$ cat config.mk
export PLATFORM = sky130hd
export DESIGN_NAME = cfgr_top
export DESIGN_NICKNAME = d
export VERILOG_FILES = /design/src/rtl/cfgr_pkg.sv /design/src/rtl/cfgr_ctrl.sv /design/src/rtl/cfgr_datapath.sv /design/src/rtl/cfgr_top.sv
export SDC_FILE = /design/constraint.sdc
export NUM_CORES = 1
export LEC_CHECK = 0
export ABC_AREA = 0
export BUFFER_PORTS_ARGS = -buffer_cell sky130_fd_sc_hd__buf_2
export CAP_MARGIN = 40
export CORE_MARGIN = 2
export CORE_UTILIZATION = 43
export DETAILED_ROUTE_END_ITERATION = 12
export PLACE_DENSITY_LB_ADDON = 0.25
export SETUP_SLACK_MARGIN = 0.4
export SLEW_MARGIN = 5
export SYNTH_ARGS = -nofsm -noshare
export SYNTH_HDL_FRONTEND = slang
export SYNTH_SLANG_ARGS = --single-unit
$ cat constraint.sdc
create_clock -name clk -period 2.1 [get_ports clk]
set_input_delay 0.105 -clock clk [delete_from_list [all_inputs] [get_ports clk]]
set_output_delay 0.105 -clock clk [all_outputs]
set_load 0.02 [all_outputs]
$ cat src/rtl/cfgr_pkg.sv
package cfgr_pkg;

  typedef enum logic [1:0] {
    TGT_NONE      = 2'd0,
    TGT_CFG_REG   = 2'd1,
    TGT_CFG_SPACE = 2'd2,
    TGT_IO_SPACE  = 2'd3
  } tgt_e;

  // Strobes from the decoder to the datapath
  typedef struct packed {
    logic hitReg;   // full-width access to the address port
    logic hitWin;   // access inside the data window
    logic hitIo;    // everything else
    logic isRead;
    logic loadReg;  // register load at the next edge
  } strobe_t;

  localparam logic [15:0] ADDR_PORT_DEF = 16'h0CF8;
  localparam logic [15:0] DATA_PORT_DEF = 16'h0CFC;

endpackage

$ cat src/rtl/cfgr_ctrl.sv
module cfgr_ctrl
  import cfgr_pkg::*;
#(
  parameter int PORT_W = 16,
  parameter int SIZE_W = 3,
  parameter logic [PORT_W-1:0] ADDR_PORT = PORT_W'(ADDR_PORT_DEF),
  parameter logic [PORT_W-1:0] DATA_PORT = PORT_W'(DATA_PORT_DEF),
  parameter int REG_BYTES = 4
) (
  input  logic              accValid,
  input  logic [PORT_W-1:0] accPort,
  input  logic [SIZE_W-1:0] accSize,
  input  logic              accWrite,
  output strobe_t           strb
);

  localparam logic [PORT_W-1:0] WIN_MASK = ~PORT_W'(REG_BYTES - 1);
  localparam logic [SIZE_W-1:0] FULL_SIZE = SIZE_W'(REG_BYTES);

  logic isAddrPort;
  logic isFull;
  logic inWin;

  always_comb begin
    isAddrPort = (accPort == ADDR_PORT);
    isFull     = (accSize == FULL_SIZE);
    inWin      = ((accPort & WIN_MASK) == DATA_PORT);

    strb.hitReg  = accValid && isAddrPort && isFull;
    strb.hitWin  = accValid && inWin;
    strb.hitIo   = accValid && !(isAddrPort && isFull) && !inWin;
    strb.isRead  = accValid && !accWrite;
    strb.loadReg = accValid && isAddrPort && isFull && accWrite;
  end

endmodule

$ cat src/rtl/cfgr_datapath.sv
module cfgr_datapath
  import cfgr_pkg::*;
#(
  parameter int PORT_W = 16,
  parameter int DATA_W = 32,
  parameter int PA_W   = 40,
  parameter int EN_BIT = 31,
  parameter int LANE_W = 2,
  parameter logic [PA_W-1:0] CFG_PREFIX = 40'h10_0000_0000,
  parameter logic [PA_W-1:0] IO_PREFIX  = 40'h20_0000_0000,
  parameter logic [PA_W-1:0] REG_PA     = '0
) (
  input  logic              clk,
  input  logic              rstN,
  input  strobe_t           strb,
  input  logic [PORT_W-1:0] accPort,
  input  logic [DATA_W-1:0] accWdata,
  output tgt_e              tgtClass,
  output logic [PA_W-1:0]   physAddr,
  output logic [DATA_W-1:0] rdData
);

  localparam int OFS_W = EN_BIT - LANE_W;

  logic [DATA_W-1:0] cfgReg;
  logic              winEn;
  logic [PA_W-1:0]   cfgSpaceAddr;
  logic [PA_W-1:0]   ioAddr;

  always_ff @(posedge clk or negedge rstN) begin
    if (!rstN) begin
      cfgReg <= '0;
    end else if (strb.loadReg) begin
      cfgReg <= accWdata;
    end
  end

  assign winEn = cfgReg[EN_BIT];

  always_comb begin
    cfgSpaceAddr = CFG_PREFIX |
                   PA_W'({cfgReg[EN_BIT-1:LANE_W], accPort[LANE_W-1:0]});
    ioAddr       = IO_PREFIX | PA_W'(accPort);
  end

  always_comb begin
    tgtClass = TGT_NONE;
    physAddr = '0;
    if (strb.hitReg) begin
      tgtClass = TGT_CFG_REG;
      physAddr = REG_PA;
    end else if (strb.hitWin) begin
      if (winEn) begin
        tgtClass = TGT_CFG_SPACE;
        physAddr = cfgSpaceAddr;
      end
    end else if (strb.hitIo) begin
      tgtClass = TGT_IO_SPACE;
      physAddr = ioAddr;
    end
  end

  always_comb begin
    rdData = '0;
    if (strb.isRead && strb.hitReg) begin
      rdData = cfgReg;
    end else if (strb.isRead && strb.hitWin && !winEn) begin
      rdData = '1;
    end
  end

  AST_REG_LOAD: assert property (@(posedge clk) disable iff (!rstN)
    strb.loadReg |=> cfgReg == $past(accWdata));
  AST_REG_KEEP: assert property (@(posedge clk) disable iff (!rstN)
    !strb.loadReg |=> $stable(cfgReg));
  AST_WIN_CLOSED: assert property (@(posedge clk) disable iff (!rstN)
    (strb.hitWin && !cfgReg[EN_BIT]) |-> (tgtClass == TGT_NONE && physAddr == '0));
  AST_OFS_WIDTH: assert property (@(posedge clk) disable iff (!rstN)
    (tgtClass == TGT_CFG_SPACE) |-> physAddr[OFS_W+LANE_W-1:LANE_W] == cfgReg[EN_BIT-1:LANE_W]);

endmodule

$ cat src/rtl/cfgr_top.sv
module cfgr_top
  import cfgr_pkg::*;
#(
  parameter int PORT_W = 16,
  parameter int SIZE_W = 3,
  parameter int DATA_W = 32,
  parameter int PA_W   = 40,
  parameter logic [PA_W-1:0] CFG_PREFIX = 40'h10_0000_0000,
  parameter logic [PA_W-1:0] IO_PREFIX  = 40'h20_0000_0000,
  parameter logic [PA_W-1:0] REG_PA     = '0
) (
  input  logic              clk,
  input  logic              rstN,
  input  logic              accValid,
  input  logic [PORT_W-1:0] accPort,
  input  logic [SIZE_W-1:0] accSize,
  input  logic              accWrite,
  input  logic [DATA_W-1:0] accWdata,
  output logic [1:0]        tgtClass,
  output logic [PA_W-1:0]   physAddr,
  output logic [DATA_W-1:0] rdData
);

  localparam int EN_BIT = DATA_W - 1;
  localparam int LANE_W = $clog2(DATA_W / 8);

  strobe_t strb;
  tgt_e    tgtEnum;

  cfgr_ctrl #(
    .PORT_W    (PORT_W),
    .SIZE_W    (SIZE_W),
    .ADDR_PORT (PORT_W'(ADDR_PORT_DEF)),
    .DATA_PORT (PORT_W'(DATA_PORT_DEF)),
    .REG_BYTES (DATA_W / 8)
  ) ctrl_i (
    .accValid (accValid),
    .accPort  (accPort),
    .accSize  (accSize),
    .accWrite (accWrite),
    .strb     (strb)
  );

  cfgr_datapath #(
    .PORT_W     (PORT_W),
    .DATA_W     (DATA_W),
    .PA_W       (PA_W),
    .EN_BIT     (EN_BIT),
    .LANE_W     (LANE_W),
    .CFG_PREFIX (CFG_PREFIX),
    .IO_PREFIX  (IO_PREFIX),
    .REG_PA     (REG_PA)
  ) dp_i (
    .clk      (clk),
    .rstN     (rstN),
    .strb     (strb),
    .accPort  (accPort),
    .accWdata (accWdata),
    .tgtClass (tgtEnum),
    .physAddr (physAddr),
    .rdData   (rdData)
  );

  assign tgtClass = tgtEnum;

  AST_IDLE_NONE: assert property (@(posedge clk) disable iff (!rstN)
    !accValid |-> (tgtClass == 2'd0 && physAddr == '0));
  AST_LANE_FROM_PORT: assert property (@(posedge clk) disable iff (!rstN)
    (tgtClass == 2'd2) |-> physAddr[LANE_W-1:0] == accPort[LANE_W-1:0]);
  AST_IO_CARRIES_PORT: assert property (@(posedge clk) disable iff (!rstN)
    (tgtClass == 2'd3) |-> physAddr[PORT_W-1:0] == accPort);
  AST_NARROW_NOT_REG: assert property (@(posedge clk) disable iff (!rstN)
    (tgtClass == 2'd1) |-> accSize == SIZE_W'(DATA_W / 8));

endmodule

# Yosys cells after proc, flatten, opt, wreduce, memory -nomap -nowiden
# Cells that the tools add are included.
# totals
reg_bits	32
latch_bits	0
mem_bits_rw	0
rom_bits	0
output_inout_bits	74
wordCells	29
mem_count	0
# op_classes
n_addsub	0
mul	0
div_mod_pow	0
n_lt_le_gt_ge	0
eq_ne	3
n_shift	0
muxes	10
bitwise_logic	0
reduce_logical	15
# op_table
op	n
two-way mux 40 bit	2
two-way mux 32 bit	2
two-way mux 38 bit	1
two-way mux 37 bit	1
== test 16 x 12 -> 1 bit (second input constant)	1
== test 14 x 10 -> 1 bit (second input constant)	1
logical AND 1 bit	11
two-way mux 2 bit	4
zero test 1 bit	4
== test 3 bit (second input constant)	1

# Depth between registers and ports, before layout
# Gate-level depths: netlist of run 1.
# depth
ltp_word	8
ltp_mapped	6

# Modules after synthesis
# From an unflattened synthesis of run 1, not the netlist that was laid out.
# unflattened
cells_unflattened	213
area_unflattened_um2	2152.1
# by_module_without_submodules
mod	instances	cells_each	area_each_um2
cfgr_datapath	1	197	2037.0
cfgr_ctrl	1	16	115.1

# Worst setup path before layout of run 1
# Ideal clock, no wire load.
# synth_timing
kind	input -> output
startpoint	input port accPort[8]
endpoint	output port rdData[0]
arrival_ns	1.822
slack_ns	0.173
path_stages	6
cell_sequence	or4b_4 -> or4_1 -> or2_1 -> buf_6 -> buf_6 -> nor2_1
# synth_between
elab_chain_cells	6
# synth_lines
item	line_no	text
start, declared	cfgr_top.sv:15	input logic [PORT_W-1:0] accPort,
== test 14 x 10 -> 1 bit	cfgr_ctrl.sv:27	inWin = ((accPort & WIN_MASK) == DATA_PORT);
logical AND 1 bit	cfgr_ctrl.sv:30	strb.hitWin = accValid && inWin;
logical AND 1 bit (2 in a row)	cfgr_datapath.sv:67	end else if (strb.isRead && strb.hitWin && !winEn) begin
two-way mux 32 bit	cfgr_datapath.sv:67	
two-way mux 32 bit (*)	cfgr_datapath.sv:65	if (strb.isRead && strb.hitReg) begin
end, declared	cfgr_top.sv:21	output logic [DATA_W-1:0] rdData
# Mark *: on every way between the ends. The rest lies on a longest branch, timed or not.

# Worst setup path after layout of run 1
# layout_timing
startpoint	input port accPort[8]
endpoint	output port rdData[20]
# Same word-level chain as after synthesis.

==> metrics.md, run 1 <==
| Metric | Value |
|---|---|
| Detailed-route via count | between 2000 and 2500 |
| Remaining DRCs | 0 |
| Post-Synth XOR/XNOR Area | 0 |
| Largest reg by FF count | dp_i.cfgReg |
| Ys flop type | dfrtp_1 |
| CTS clk-pin slew, worst paths | 0.07 ns |
| Non-Filler Instances | slightly below 400 |
| Hold slack | about 0.055 ns |
| CP dominant cell by count | buf_6 |
| Final min period | 2.03 ns |
| Worst Setup End Kind | output pin |
| Commonest non-fill, non-tap cell in the layout | buf_2 |
| Boundary Pins | between 100 and 150 |
| Die W | slightly above 70 um |
| Max-cap violations | 0 |
| CTS H-tree lvls | 2 |
| Largest register FFs | 32 |
| DP HPWL | about 4400 um |
| Sinks on Clock Net | 32 |
| Post-Syn Area per Cell | approximately 9.5 um^2 |
| Drt total wl | 6450 um |
| Core footprint | 0.00441 mm^2 |
| Highest ir drop seen on vdd | around 470 uV |
| Ys Warns | 0 |
| RSZ-0062 raised after global routing | true |
| PortBufs | 121 |
| Vias in the first global route | slightly below 2000 |
| Fin. Hold Viols | 0 |
| Buf/Inv on CP | 3 |
| Fmax | approximately 490 MHz |
| Arr. time, crit path | just under 2 ns |
| Post-synthesis cell type count | 28 |
| First-pass DRT Iterations | 4 |
| Synthesized area | ~0.0020 mm^2 |
| Initial DRC Count | slightly below 90 |
| Top cells by area, synth | dfrtp_1 40%, mux2_2 17%, a21oi_1 8.3% |
| Die height | slightly above 70 um |
| CTS tree | built |
| Crit path cell chain | buf_6 > or4b_4 > or4_4 > or2_4 > clkbuf_16 > nor2_4 > buf_6 |
| Total negative slack | 0 ns |
| Crit path largest cell delay | 0.53 ns |
| Final GP Congestion | between 0.8 and 0.9 |
| Compound-gate portion of the synthesized area | 0.156 |
| Critical path class | input pin to output pin |
| Layout cells sized above 1 | 0.669 |
| Slew @ Worst Pin | 0.728 ns |
| Antenna violations before repair | 0 |
| CTS buffer count | 5 |
| Site row count | 24 |
| Routed Antenna Nets | 0 |
| EDFF count, synth | 0 |
| Die Area | 0.00522 mm^2 |
| Gate Count Post-Synth | 211 |
| Flops & latches, synth | 32 |
| Final #Nets | ~390 |
| Crit path max-delay family | simple AND/OR/NAND/NOR gates |
| Total GRT Usage | 0.236 |
| CP Max Fanout | 8 |
| Starting Density | 0.454 |
| Post-synthesis mux area share | 0.180 |
| Slowest-stage cell, CP | or4b_4 |
| WL/cell | 16.5 um |
| P&R area growth vs syn | 68.2% |
| Total gr overflow | 0 |
| Yosys top cell area share | 0.400 |
| Post-Synth Adder-Cell Area | 0 |
| Post-synth ARST share | 1.00 |
| Setup crit start kind | input pin |
| Leak | approximately 1.7 nW |
| Largest family of logic cells by synthesized area | multiplexers |
| Max Root-Sink Buffers | 2 |
| Outcome | finished, final reports clean |
| Tcrit/Tclk final | 0.968 |
| Slew headroom | 0.515 |
| PD cells | around 440 mW/mm^2 |
| Vias per inst | approximately 5.4 |
| Top cell type by total area after synthesis | dfrtp_1 |
| Most frequent cells in the layout | 87 x buf_2, 32 x a21oi_1, 32 x nor2_4, 32 x dfrtp_1, 30 x mux2_2 |
| Dpl cells | 375 |
| Antenna diode count | 0 |
| Largest net degree at the start of global routing | 33 |
| Final setup viols | 0 |
| Root Buffer | clkbuf_8 |
| Later-pin clock latency in the skew report | approximately 0.27 ns |
| Clock skew | 0 ns |
| Slew Limit Fails | 0 |
| First-pass GRT wire length | roughly 9600 um |
| Post-Synth Simple-Gate Area | 0.176 |
| Req. time, crit path | 2.00 ns |
| Top Registers | dp_i.cfgReg: 32 flops |
| Post-synthesis sequential area ratio | 0.400 |
| Tightest Hold Check Type | input pin to flip-flop |
-- stage by stage --
stage	instance area (um^2)	total power (W)	setup slack (ns)	util
after floorplan	2320	0.000744	0.291	-
after global placement	2930	0.000831	0.0784	0.664
after detailed placement	2930	0.000832	0.0539	0.664
after CTS	3210	0.00147	0.0887	0.726
after global routing	3370	0.00154	0.0301	0.763
final	3370	0.00147	0.0662	0.763
-- cell type report --
class / count / area (um^2)
multi-input cells: 158 / 1350
fillers: 310 / 1050
repair buffers: 139 / 1030
flip-flops and latches: 32 / 801
clock buffers: 7 / 96.3
well taps: 52 / 65.1
clock inverters: 1 / 30.0
inverters: 1 / 3.75
-- final timing paths --
check                                           start                          end  slack [ns]  depth (start not counted)
max reg2reg                dp_i.cfgReg[4]$_DFFE_PN0P_   dp_i.cfgReg[4]$_DFFE_PN0P_        1.27                          1
min reg2reg                dp_i.cfgReg[1]$_DFFE_PN0P_   dp_i.cfgReg[1]$_DFFE_PN0P_        0.51                          1
max                                        accPort[8]                   rdData[20]        0.07                          7
min                                      accWdata[18]  dp_i.cfgReg[18]$_DFFE_PN0P_        0.06                          2
max in group asynchronous                        rstN  dp_i.cfgReg[13]$_DFFE_PN0P_        1.20                          2
min in group asynchronous                        rstN   dp_i.cfgReg[0]$_DFFE_PN0P_        0.43                          2
-- kinds of logic (layout without fill, tap and decap cells) --
family | count (synthesis) | count (layout)
and+or+nand+nor | 68 | 68
AOI/OAI and AO/OA | 51 | 51
muxes | 32 | 32
DFF | 32 | 32
buffers and inverters | 27 | 148
other | 1 | 7
-- report_power, final --
group,switching (W),total (W),internal [W]
Clock,0.000221,0.000639,0.000419
Sequential,0.0000000139,0.000616,0.000616
Combinational,0.000131,0.000214,0.0000826
Total,0.000352,0.00147,0.00112
-- Yosys cell counts (2+ instances only) --
cell type and n:
buf_4 9, buf_2 5, mux2_2 30, nor2_1 35, a22o_1 13, and3_1 3
and2_1 16, dfrtp_1 32, mux2_1 2, nand4bb_1 2, buf_6 4, a31oi_1 2
nand2_1 4, a21oi_1 33, clkbuf_1 8
-- per-layer routing --
metal / GRT usage / up-vias / wire length (um)
met5: 0 / - / 0
met4: 0.0377 / 0 / 45
met3: 0.0556 / 6 / 498
met2: 0.383 / 100 / 3290
met1: 0.329 / 1012 / 2620
li1: - / 985 / -
-- timing repair --
action / in CTS / in global routing
gates cloned: 1 / 2
endpoints found under the hold margin: 32 / 0
setup buffers: 1 / 2
pin swaps: 1 / 5
endpoints found under the setup margin: 61 / 90
resized for setup: 32 / 31
hold buffers: 1 / 0
(Power assumes the default switching activity.)
==> inputs of run 2 (changes only) <==
--- a/config.mk
+++ b/config.mk
@@ -6,7 +6,7 @@
 export NUM_CORES = 1
 export LEC_CHECK = 0
 export ABC_AREA = 0
-export BUFFER_PORTS_ARGS = -buffer_cell sky130_fd_sc_hd__buf_2
+export BUFFER_PORTS_ARGS = -buffer_cell sky130_fd_sc_hd__buf_4
 export CAP_MARGIN = 40
 export CORE_MARGIN = 2
 export CORE_UTILIZATION = 43
==> run 2 against run 1 <==
- design area grew 11%
- via count grew 2.0%
- clock skew did not move
- critical path depth is the same
- sequential share of layout area is 2.4 points lower
- clock-buffer cell count did not move
- cell count grew 1.0%
- largest cell class is now non-clock buffers
==> metrics.md, run 2 (synthesis gave the netlist of run 1 again) <==
| Metric | Value |
|---|---|
| Req. time, crit path | 2.00 ns |
| Tightest Hold Check Type | input pin to flip-flop |
| Highest ir drop seen on vdd | between 400 and 500 uV |
| Setup crit start kind | input pin |
| WL/cell | around 18 um |
| Most frequent cells in the layout | 87 x buf_4, 44 x buf_6, 33 x nor2_4 |
| Drt total wl | around 7300 um |
| Boundary Pins | between 100 and 150 |
| Remaining DRCs | 0 |
| Site row count | 24 |
| Reg2reg path depth | 1 |
| Outcome | finished, final reports clean |
| Final #Nets | about 400 |
| Detailed-route via count | between 2000 and 2500 |
| Starting Density | 0.454 |
| Vias per inst | 5.45 |
| Final min period | 2.04 ns |
| Fin. Hold Viols | 0 |
| Later-pin clock latency in the skew report | around 0.28 ns |
| Die W | roughly 72 um |
| Antenna violations before repair | 0 |
| Largest net degree at the start of global routing | 35 |
| Top Registers | dp_i.cfgReg: 32 flops |
| RR Endpoint | dp_i.cfgReg[31]$_DFFE_PN0P_ |
| PortBufs | around 120 |
| Reg-to-Reg Start | dp_i.cfgReg[31]$_DFFE_PN0P_ |
| First-pass GRT wire length | ~10000 um |
| Tcrit/Tclk final | 0.972 |
| Final setup viols | 0 |
| Final GP Congestion | around 0.84 |
| Slowest-stage cell, CP | or4b_4 |
| Max Root-Sink Buffers | 2 |
| Vias in the first global route | 2081 |
| Dpl cells | about 370 |
| Root Buffer | clkbuf_8 |
| DP HPWL | 4650 um |
| Commonest non-fill, non-tap cell in the layout | buf_4 |
| Critical path class | input pin to output pin |
| First-pass DRT Iterations | 4 |
| Antenna diode count | 0 |
| Fin worst setup slack | around 0.058 ns |
| Largest register FFs | 32 |
| Crit path cell chain | buf_6 > or4b_4 > or4_4 > or2_4 > clkbuf_16 > nor2_4 > buf_6 |
| Non-Filler Instances | between 300 and 400 |
| P&R area growth vs syn | 87.5% |
| Worst Hold Depth | 2 |
| Total gr overflow | 0 |
| Tot Pwr | 0.00153 W |
| Leak | between 1.5 and 2 nW |
| Hold Startpoint | accWdata[13] |
| Die Area | ~0.0052 mm^2 |
| Routed Antenna Nets | 0 |
| PD cells | slightly above 400 mW/mm^2 |
| Initial DRC Count | 100 |
| Largest reg by FF count | dp_i.cfgReg |
| Worst Setup End Kind | output pin |
| Core footprint | approximately 0.0044 mm^2 |
| Internal reg-to-reg setup slack | 1.28 ns |
| Hold slack | between 0.04 and 0.05 ns |
| Arr. time, crit path | 1.94 ns |
| Total negative slack | 0 ns |
| Max-cap violations | 0 |
| Fmax | between 400 and 500 MHz |
| Sinks on Clock Net | 32 |
| Die height | about 72 um |
| CTS H-tree lvls | 2 |
| RSZ-0062 raised after global routing | true |
| CP dominant cell by count | buf_6 |
| Hold Path End | dp_i.cfgReg[13]$_DFFE_PN0P_ |
| Crit path largest cell delay | 0.53 ns |
| Total GRT Usage | 0.255 |
| Slew Limit Fails | 0 |
| CTS buffer count | 5 |
| Layout cells sized above 1 | 0.675 |
| Clock skew | 0 ns |
| CTS tree | built |
| CP Max Fanout | 7 |
| CTS clk-pin slew, worst paths | approximately 0.07 ns |
| DP Worst Slack | 0.0260 ns |
run 2: worst max-delay path by stage:
stage	from	to	cells after the start
global route	accPort[8]	physAddr[16]	8
CTS	accPort[8]	rdData[11]	7
global placement	accPort[8]	rdData[11]	7
detailed placement	accPort[8]	rdData[11]	7
floorplan	accPort[8]	rdData[0]	6
finish	accPort[8]	rdData[23]	7
run 2: cell type report:
type / instances / area (um^2)
Fill cell: 241 / 661
Inverter: 1 / 3.75
Clock inverter: 1 / 30.0
Timing Repair Buffer: 143 / 1400
Multi-Input combinational cell: 158 / 1360
Clock buffer: 7 / 96.3
Tap cell: 52 / 65.1
Sequential cell: 32 / 801
run 2: timing repair:
action,4_1_cts,5_1_grt
cloned,1,5
pin swaps,8,7
setup endpoints to repair,61,95
endpoints found under the hold margin,32,0
hold buffers,1,0
resized for setup,20,34
buffers inserted,3,2
run 2: critical path: cells and delay by family:
family        cells  cell delay, ns
buf+inv           3            0.41
simple gates      4            1.42
run 2: metal layers:
metal | part of all wire | GRT usage | vias to the layer above | wire length (um)
li1 | - | - | 989 | -
met1 | 0.40 | 0.308 | 1045 | 2900
met2 | 0.51 | 0.436 | 100 | 3730
met3 | 0.073 | 0.0694 | 12 | 530
met4 | 0.013 | 0.0922 | 0 | 93
met5 | 0 | 0 | - | 0
run 2: stage by stage:
stage                util  cell area, um^2
detailed placement  0.734             3240
global route        0.850             3750
floorplan               -             2320
global placement    0.734             3240
finish              0.850             3750
CTS                 0.793             3500
run 2: power breakdown:
group / internal (W) / switching, W / total [W]
Combinational: 0.000123 / 0.000136 / 0.000259
Clock: 0.000419 / 0.000238 / 0.000657
Sequential: 0.000616 / 0.0000000139 / 0.000616
